File: src/rtl/uart_irq_pkg.sv
// Shared constants for the UART interrupt status aggregator.
// Assumes an 8-bit status word and a two-entry register map.
package uart_irq_pkg;
    localparam int ST_W = 8;

    // Status bit positions, most significant first
    localparam int B_CTS    = 7;
    localparam int B_RXEMP  = 6;
    localparam int B_TXEMP  = 5;
    localparam int B_TXTRG  = 4;
    localparam int B_RXTRG  = 3;
    localparam int B_STS    = 2;
    localparam int B_SPC    = 1;
    localparam int B_LSR    = 0;

    localparam logic [ST_W-1:0] ST_RESET = 8'h60;

    // Register addresses
    localparam int ADDR_STATUS = 0;
    localparam int ADDR_ENABLE = 1;
endpackage

File: src/rtl/uart_irq_cond.sv
// Condition stage: turns the raw inputs into per-bit set requests and
// per-bit hold permissions for the status cells.
// Assumes all inputs are synchronous to clk; cts_in is pre-synchronized.
module uart_irq_cond
    import uart_irq_pkg::*;
#(
    parameter int FIFO_DEPTH = 128,
    parameter int NIB_W      = 4,
    parameter int LVL_W      = $clog2(FIFO_DEPTH + 1)
) (
    input  logic             clk,
    input  logic             rst_n,
    input  logic             cts_in,
    input  logic [LVL_W-1:0] rx_level,
    input  logic [LVL_W-1:0] tx_level,
    input  logic [2*NIB_W-1:0] trig_lvl,
    input  logic             rx_empty_inv,
    input  logic             rx_trig_inv,
    input  logic             tx_last_char,
    input  logic [2:0]       sum_in,
    output logic [ST_W-1:0]  set_vec,
    output logic [ST_W-1:0]  hold_ok
);
    localparam int STEP = FIFO_DEPTH >> NIB_W;
    localparam int N_THR = 2;   // index 0 transmit, 1 receive

    logic [LVL_W-1:0] thr [N_THR];
    logic             cts_prev;
    logic             txc_prev;
    logic             rxc_prev;
    logic             tx_cond;
    logic             rx_cond;

    // Threshold per FIFO: nibble scaled to words
    for (genvar k = 0; k < N_THR; k++) begin : g_thr
        assign thr[k] = LVL_W'(trig_lvl[k*NIB_W +: NIB_W]) * LVL_W'(STEP);
    end

    // Threshold comparisons, receive side optionally inverted
    always_comb begin
        tx_cond = (tx_level >= thr[0]);
        rx_cond = (rx_level >= thr[1]) ^ rx_trig_inv;
    end

    // History flops for the edge-sensitive sources
    always_ff @(posedge clk) begin
        if (!rst_n) begin
            cts_prev <= cts_in;
            txc_prev <= 1'b0;
            rxc_prev <= 1'b0;
        end else begin
            cts_prev <= cts_in;
            txc_prev <= tx_cond;
            rxc_prev <= rx_cond;
        end
    end

    // Set requests: edges for CTS and thresholds, levels elsewhere
    always_comb begin
        set_vec          = '0;
        set_vec[B_CTS]   = cts_in ^ cts_prev;
        set_vec[B_RXEMP] = (rx_level == '0) ^ rx_empty_inv;
        set_vec[B_TXEMP] = (tx_level == '0) & tx_last_char;
        set_vec[B_TXTRG] = tx_cond & ~txc_prev;
        set_vec[B_RXTRG] = rx_cond & ~rxc_prev;
        set_vec[B_STS]   = sum_in[2];
        set_vec[B_SPC]   = sum_in[1];
        set_vec[B_LSR]   = sum_in[0];
    end

    // Hold permission: only the transmit threshold bit self-clears
    always_comb begin
        hold_ok          = '1;
        hold_ok[B_TXTRG] = tx_cond;
    end
endmodule

File: src/rtl/uart_irq_status.sv
// Status cells: one flop per bit, set wins over read-clear and self-clear.
// Assumes set and hold vectors are computed from the same cycle's inputs.
module uart_irq_status
    import uart_irq_pkg::*;
#(
    parameter int                W        = ST_W,
    parameter logic [W-1:0]      RST_VAL  = ST_RESET
) (
    input  logic         clk,
    input  logic         rst_n,
    input  logic [W-1:0] set_vec,
    input  logic [W-1:0] hold_ok,
    input  logic         rd_clr,
    output logic [W-1:0] status
);
    for (genvar i = 0; i < W; i++) begin : g_bit
        // Per-bit sticky cell with priority set > clear
        always_ff @(posedge clk) begin
            if (!rst_n) begin
                status[i] <= RST_VAL[i];
            end else begin
                status[i] <= set_vec[i] | (status[i] & ~rd_clr & hold_ok[i]);
            end
        end
    end
endmodule

File: src/rtl/uart_irq_regport.sv
// Register port: enable mask storage, registered read data, and the
// read-clear strobe for the status word.
// Assumes single-cycle strobes; read and write may coincide.
module uart_irq_regport
    import uart_irq_pkg::*;
#(
    parameter int W      = ST_W,
    parameter int ADDR_W = 1
) (
    input  logic              clk,
    input  logic              rst_n,
    input  logic              reg_rd,
    input  logic              reg_wr,
    input  logic [ADDR_W-1:0] reg_addr,
    input  logic [W-1:0]      reg_wdata,
    input  logic [W-1:0]      status,
    output logic [W-1:0]      enable,
    output logic [W-1:0]      reg_rdata,
    output logic              rd_clr
);
    logic sel_stat;
    logic sel_en;

    // Address decode
    always_comb begin
        sel_stat = (reg_addr == ADDR_W'(ADDR_STATUS));
        sel_en   = (reg_addr == ADDR_W'(ADDR_ENABLE));
        rd_clr   = reg_rd & sel_stat;
    end

    // Enable mask register; status writes are dropped
    always_ff @(posedge clk) begin
        if (!rst_n) begin
            enable <= '0;
        end else if (reg_wr && sel_en) begin
            enable <= reg_wdata;
        end
    end

    // Read data capture, one cycle after the strobe
    always_ff @(posedge clk) begin
        if (!rst_n) begin
            reg_rdata <= '0;
        end else if (reg_rd) begin
            reg_rdata <= sel_stat ? status : (sel_en ? enable : '0);
        end
    end
endmodule

File: src/rtl/uart_irq_agg.sv
// Top of the UART interrupt status aggregator: condition stage, status
// cells, register port and the active-low interrupt output.
// Assumes one clock domain and a synchronous active-low reset.
module uart_irq_agg
    import uart_irq_pkg::*;
#(
    parameter int FIFO_DEPTH = 128,
    parameter int NIB_W      = 4,
    parameter int ADDR_W     = 1,
    parameter int LVL_W      = $clog2(FIFO_DEPTH + 1)
) (
    input  logic               clk,
    input  logic               rst_n,
    input  logic               cts_in,
    input  logic [LVL_W-1:0]   rx_level,
    input  logic [LVL_W-1:0]   tx_level,
    input  logic [2*NIB_W-1:0] trig_lvl,
    input  logic               rx_empty_inv,
    input  logic               rx_trig_inv,
    input  logic               tx_last_char,
    input  logic               sts_sum,
    input  logic               spc_sum,
    input  logic               lsr_sum,
    input  logic               reg_rd,
    input  logic               reg_wr,
    input  logic [ADDR_W-1:0]  reg_addr,
    input  logic [ST_W-1:0]    reg_wdata,
    output logic [ST_W-1:0]    reg_rdata,
    output logic               irq_n
);
    logic [ST_W-1:0] set_vec;
    logic [ST_W-1:0] hold_ok;
    logic [ST_W-1:0] stat_q;
    logic [ST_W-1:0] en_q;
    logic            rd_clr;

    uart_irq_cond #(
        .FIFO_DEPTH (FIFO_DEPTH),
        .NIB_W      (NIB_W),
        .LVL_W      (LVL_W)
    ) u_cond (
        .clk          (clk),
        .rst_n        (rst_n),
        .cts_in       (cts_in),
        .rx_level     (rx_level),
        .tx_level     (tx_level),
        .trig_lvl     (trig_lvl),
        .rx_empty_inv (rx_empty_inv),
        .rx_trig_inv  (rx_trig_inv),
        .tx_last_char (tx_last_char),
        .sum_in       ({sts_sum, spc_sum, lsr_sum}),
        .set_vec      (set_vec),
        .hold_ok      (hold_ok)
    );

    uart_irq_status #(
        .W       (ST_W),
        .RST_VAL (ST_RESET)
    ) u_status (
        .clk     (clk),
        .rst_n   (rst_n),
        .set_vec (set_vec),
        .hold_ok (hold_ok),
        .rd_clr  (rd_clr),
        .status  (stat_q)
    );

    uart_irq_regport #(
        .W      (ST_W),
        .ADDR_W (ADDR_W)
    ) u_regs (
        .clk       (clk),
        .rst_n     (rst_n),
        .reg_rd    (reg_rd),
        .reg_wr    (reg_wr),
        .reg_addr  (reg_addr),
        .reg_wdata (reg_wdata),
        .status    (stat_q),
        .enable    (en_q),
        .reg_rdata (reg_rdata),
        .rd_clr    (rd_clr)
    );

    // Interrupt line: low while any enabled status bit is set
    always_comb begin
        irq_n = ~|(stat_q & en_q);
    end
endmodule

File: config.mk
export PLATFORM = sky130hd
export DESIGN_NAME = uart_irq_agg
export DESIGN_NICKNAME = d
export VERILOG_FILES = /design/src/rtl/uart_irq_pkg.sv /design/src/rtl/uart_irq_cond.sv /design/src/rtl/uart_irq_status.sv /design/src/rtl/uart_irq_regport.sv /design/src/rtl/uart_irq_agg.sv
export SDC_FILE = /design/constraint.sdc
export NUM_CORES = 1
export LEC_CHECK = 0
export BUFFER_PORTS_ARGS = -buffer_cell sky130_fd_sc_hd__buf_4
export CAP_MARGIN = 30
export CORE_ASPECT_RATIO = 1.75
export CORE_MARGIN = 2
export CORE_UTILIZATION = 25
export DETAILED_ROUTE_END_ITERATION = 16
export PLACE_DENSITY_LB_ADDON = 0.2
export SLEW_MARGIN = 20
export SYNTH_ARGS = -nofsm -noshare
export SYNTH_HDL_FRONTEND = slang
export SYNTH_SLANG_ARGS = --single-unit
export TNS_END_PERCENT = 1
File: constraint.sdc
create_clock -name clk -period 1.73 [get_ports clk]
set_input_delay 0.346 -clock clk [delete_from_list [all_inputs] [get_ports clk]]
set_output_delay 0.346 -clock clk [all_outputs]
set_load 0.005 [all_outputs]
==> impl_metrics.yaml <==
status:
  status: "complete, no violations"
setup_path:
  slowest_delay_ns: 0.47
  ff2ff_path_depth: 3
  end_kind: "flop"
  cp_num_cells: 7
  cp_cell_sequence: "buf_4 > inv_1 > ha_1 > or4b_4 > a21oi_4 > nor3_2 > a311o_1"
  worst-path-max-fanout: 4
  required_ns: 1.89
  setup.worst_path.start_class: "input port"
  cp.arrival_ns: 1.70
  cp_slowest_cell: "or4b_4"
  crit_type: "input port to flop"
  cpLargestDelayFamily: "simple AND/OR/NAND/NOR gates"
  critPathBufInv: 2
global_route:
  antenna_found_initial: 0
  grt_overflow_total: 0
  grt_pass1_vias: 1217
  grt_max_degree: 29
  grt_use_total_pct: 11.0
  grt_pass1_wl_mm: 5.15
logic_synthesis:
  syn_area_sq_mm: 0.00136
  ys_seq_area_share_pct: 39.7
  syn_area_per_cell_sq_um: 9.07
  synth_nets: 202
  yosysWarnings: 0
  synthCells: 150
  synth.distinct_cells: 31
  ys_ff_latch: 27
placed_design:
  dp_hpwl_mm: 2.53
  pre_cts_slack_ns: -0.106
  numPortBuffers: 52
  finalWeightedCongestion: 0.756
detailed_routing:
  routed_wl_mm: 3.17
  vias: 1232
  first_pass_iters: 2
  viasPerCell: 4.83
  route.detailed.drc: 0
  wl_per_cell_um: 12.4
  postRouteAntennaNets: 0
  initialDrtViolationCount: 34
cells_and_area:
  diodes: 0
  final_common_cell: "buf_4"
  drive_above_1_share_pct: 31.5
  mostFrequentLayoutCells: "buf_4, dfxtp_1, nand2_1"
  final_nets: 253
  area_delta_synth_final_pct: 36.2
die:
  core_area_sq_mm: 0.00526
  die_w_um: 59.8
  die_area_sq_mm: 0.00607
  initial_core_util_pct: 25.9
  die-height_um: 102
  io_pins: 53
  row_count: 35
cts:
  cts-root-buf: "clkbuf_8"
  cts_made_buffers: 3
  cts_tree: "done"
  clock_latency_ns: 0.27
  clk_pin_slew_ns: 0.09
  cts_buffer_depth: 2
  post-cts-setup-buffer-count: 0
  cts.hold.buffers_added: 0
  htree_levels: 1
  cts_sinks: 27
  cts_resized: 0
pwr:
  leakagePower_nw: 0.925
  power_density_mw_per_mm2: 706
  irDropWorstVdd_uv: 228
sta:
  relSlewSlack_pct: 72.4
  fin_crit_sh_pct: 88.9
  setup_viol_count_final: 0
  drv_slew: 0
  setup_slack_ns: 0.193
  finClkSkew_ns: 0.00616
  fmax_mhz: 650
  holdWs_ns: 0.192
  hold_viol: 0
  worst_pin_slew_ns: 0.414
  period_needed_ns: 1.54
  rsz0062_at_grt: "no"
hold_path:
  hold_depth: 1
  worstHoldPathType: "input port to flop"
flow_run:
  cap_violations: 0
registers in the layout, indices dropped and copies added, names as in the netlist:
name and count:
u_cond.txc_prev 1, u_cond.cts_prev 1, u_regs.enable 8, u_status.status 8, u_regs.reg_rdata 8, u_cond.rxc_prev 1
final timing paths:
kind                     from  slack (ns)                 end
min                    cts_in        0.19     u_cond.cts_prev
max reg2reg   u_cond.rxc_prev        0.82  u_status.status[3]
max               rx_level[3]        0.19  u_status.status[3]
min reg2reg  u_regs.enable[7]        0.48    u_regs.enable[7]
where the power goes:
part / internal (mW) / switching, mW
sequential: 0.663 / 0.0258
clock: 0.161 / 0.191
combinational: 0.157 / 0.110
total: 0.982 / 0.326
final cells by class:
class                      count  area, sq um
clock buffer                   3         41.3
clock inverter                 1         5.00
fill                         567         3400
inverter                       8         30.0
multi-input combinational    106          753
sequential                    27          541
tap                           55         68.8
timing repair buffer          55          413
through the flow:
| step | TNS, ns | power, mW | instance area (sq um) | utilization, % | std cells |
|---|---|---|---|---|---|
| 2_1_floorplan | 0 | 0.834 | 1360 | - | 150 |
| 3_3_place_gp | -0.153 | 0.975 | 1810 | 34.4 | 251 |
| 3_5_place_dp | -0.182 | 0.976 | 1810 | 34.4 | 251 |
| 4_1_cts | 0 | 1.34 | 1850 | 35.2 | 255 |
| 5_1_grt | 0 | 1.39 | 1850 | 35.2 | 255 |
| 6_report | 0 | 1.31 | 1850 | 35.2 | 255 |
synthesized netlist by cell type:
master | number | area, sq um
buf_2 | 2 | 10.0
o211a_1 | 9 | 90.1
nand4b_1 | 2 | 17.5
a311o_1 | 1 | 10.0
or4b_4 | 1 | 13.8
inv_1 | 8 | 30.0
mux2i_1 | 8 | 80.1
dfxtp_1 | 27 | 541
a21oi_4 | 1 | 16.3
ha_1 | 8 | 100
o21ai_0 | 2 | 10.0
nor3_2 | 1 | 10.0
nor3_1 | 2 | 10.0
a21oi_1 | 4 | 20.0
and4_1 | 1 | 8.76
nand2b_1 | 1 | 6.26
nand3_1 | 13 | 65.1
a21o_1 | 1 | 7.51
nor2_1 | 1 | 3.75
a22oi_1 | 4 | 30.0
or3_2 | 1 | 7.51
nand2_1 | 22 | 82.6
clkbuf_1 | 7 | 26.3
and2_1 | 1 | 6.26
a21boi_0 | 9 | 67.6
xor2_1 | 2 | 17.5
nand3b_1 | 1 | 7.51
nor4_1 | 2 | 12.5
nor2b_1 | 4 | 25.0
a211oi_1 | 2 | 15.0
and3_1 | 2 | 12.5
logic make-up after synthesis:
logic type,after synthesis,synth area share (%)
xor gates and xnor gates,2,1.29
adders and majority gates,8,7.36
muxes,8,5.89
and+or+nand+nor,55,21.3
AOI/OAI and AO/OA,33,19.6
buffers and inverters,17,4.88
DFF,27,39.7
layer usage:
metal	track usage, %	up-vias	routed length, um
li1	-	636	-
met1	11.5	557	1240
met2	19.6	34	1650
met3	2.81	5	213
met4	5.13	0	63
met5	0	-	0
No activity file was read; power rests on OpenSTA's default activity.
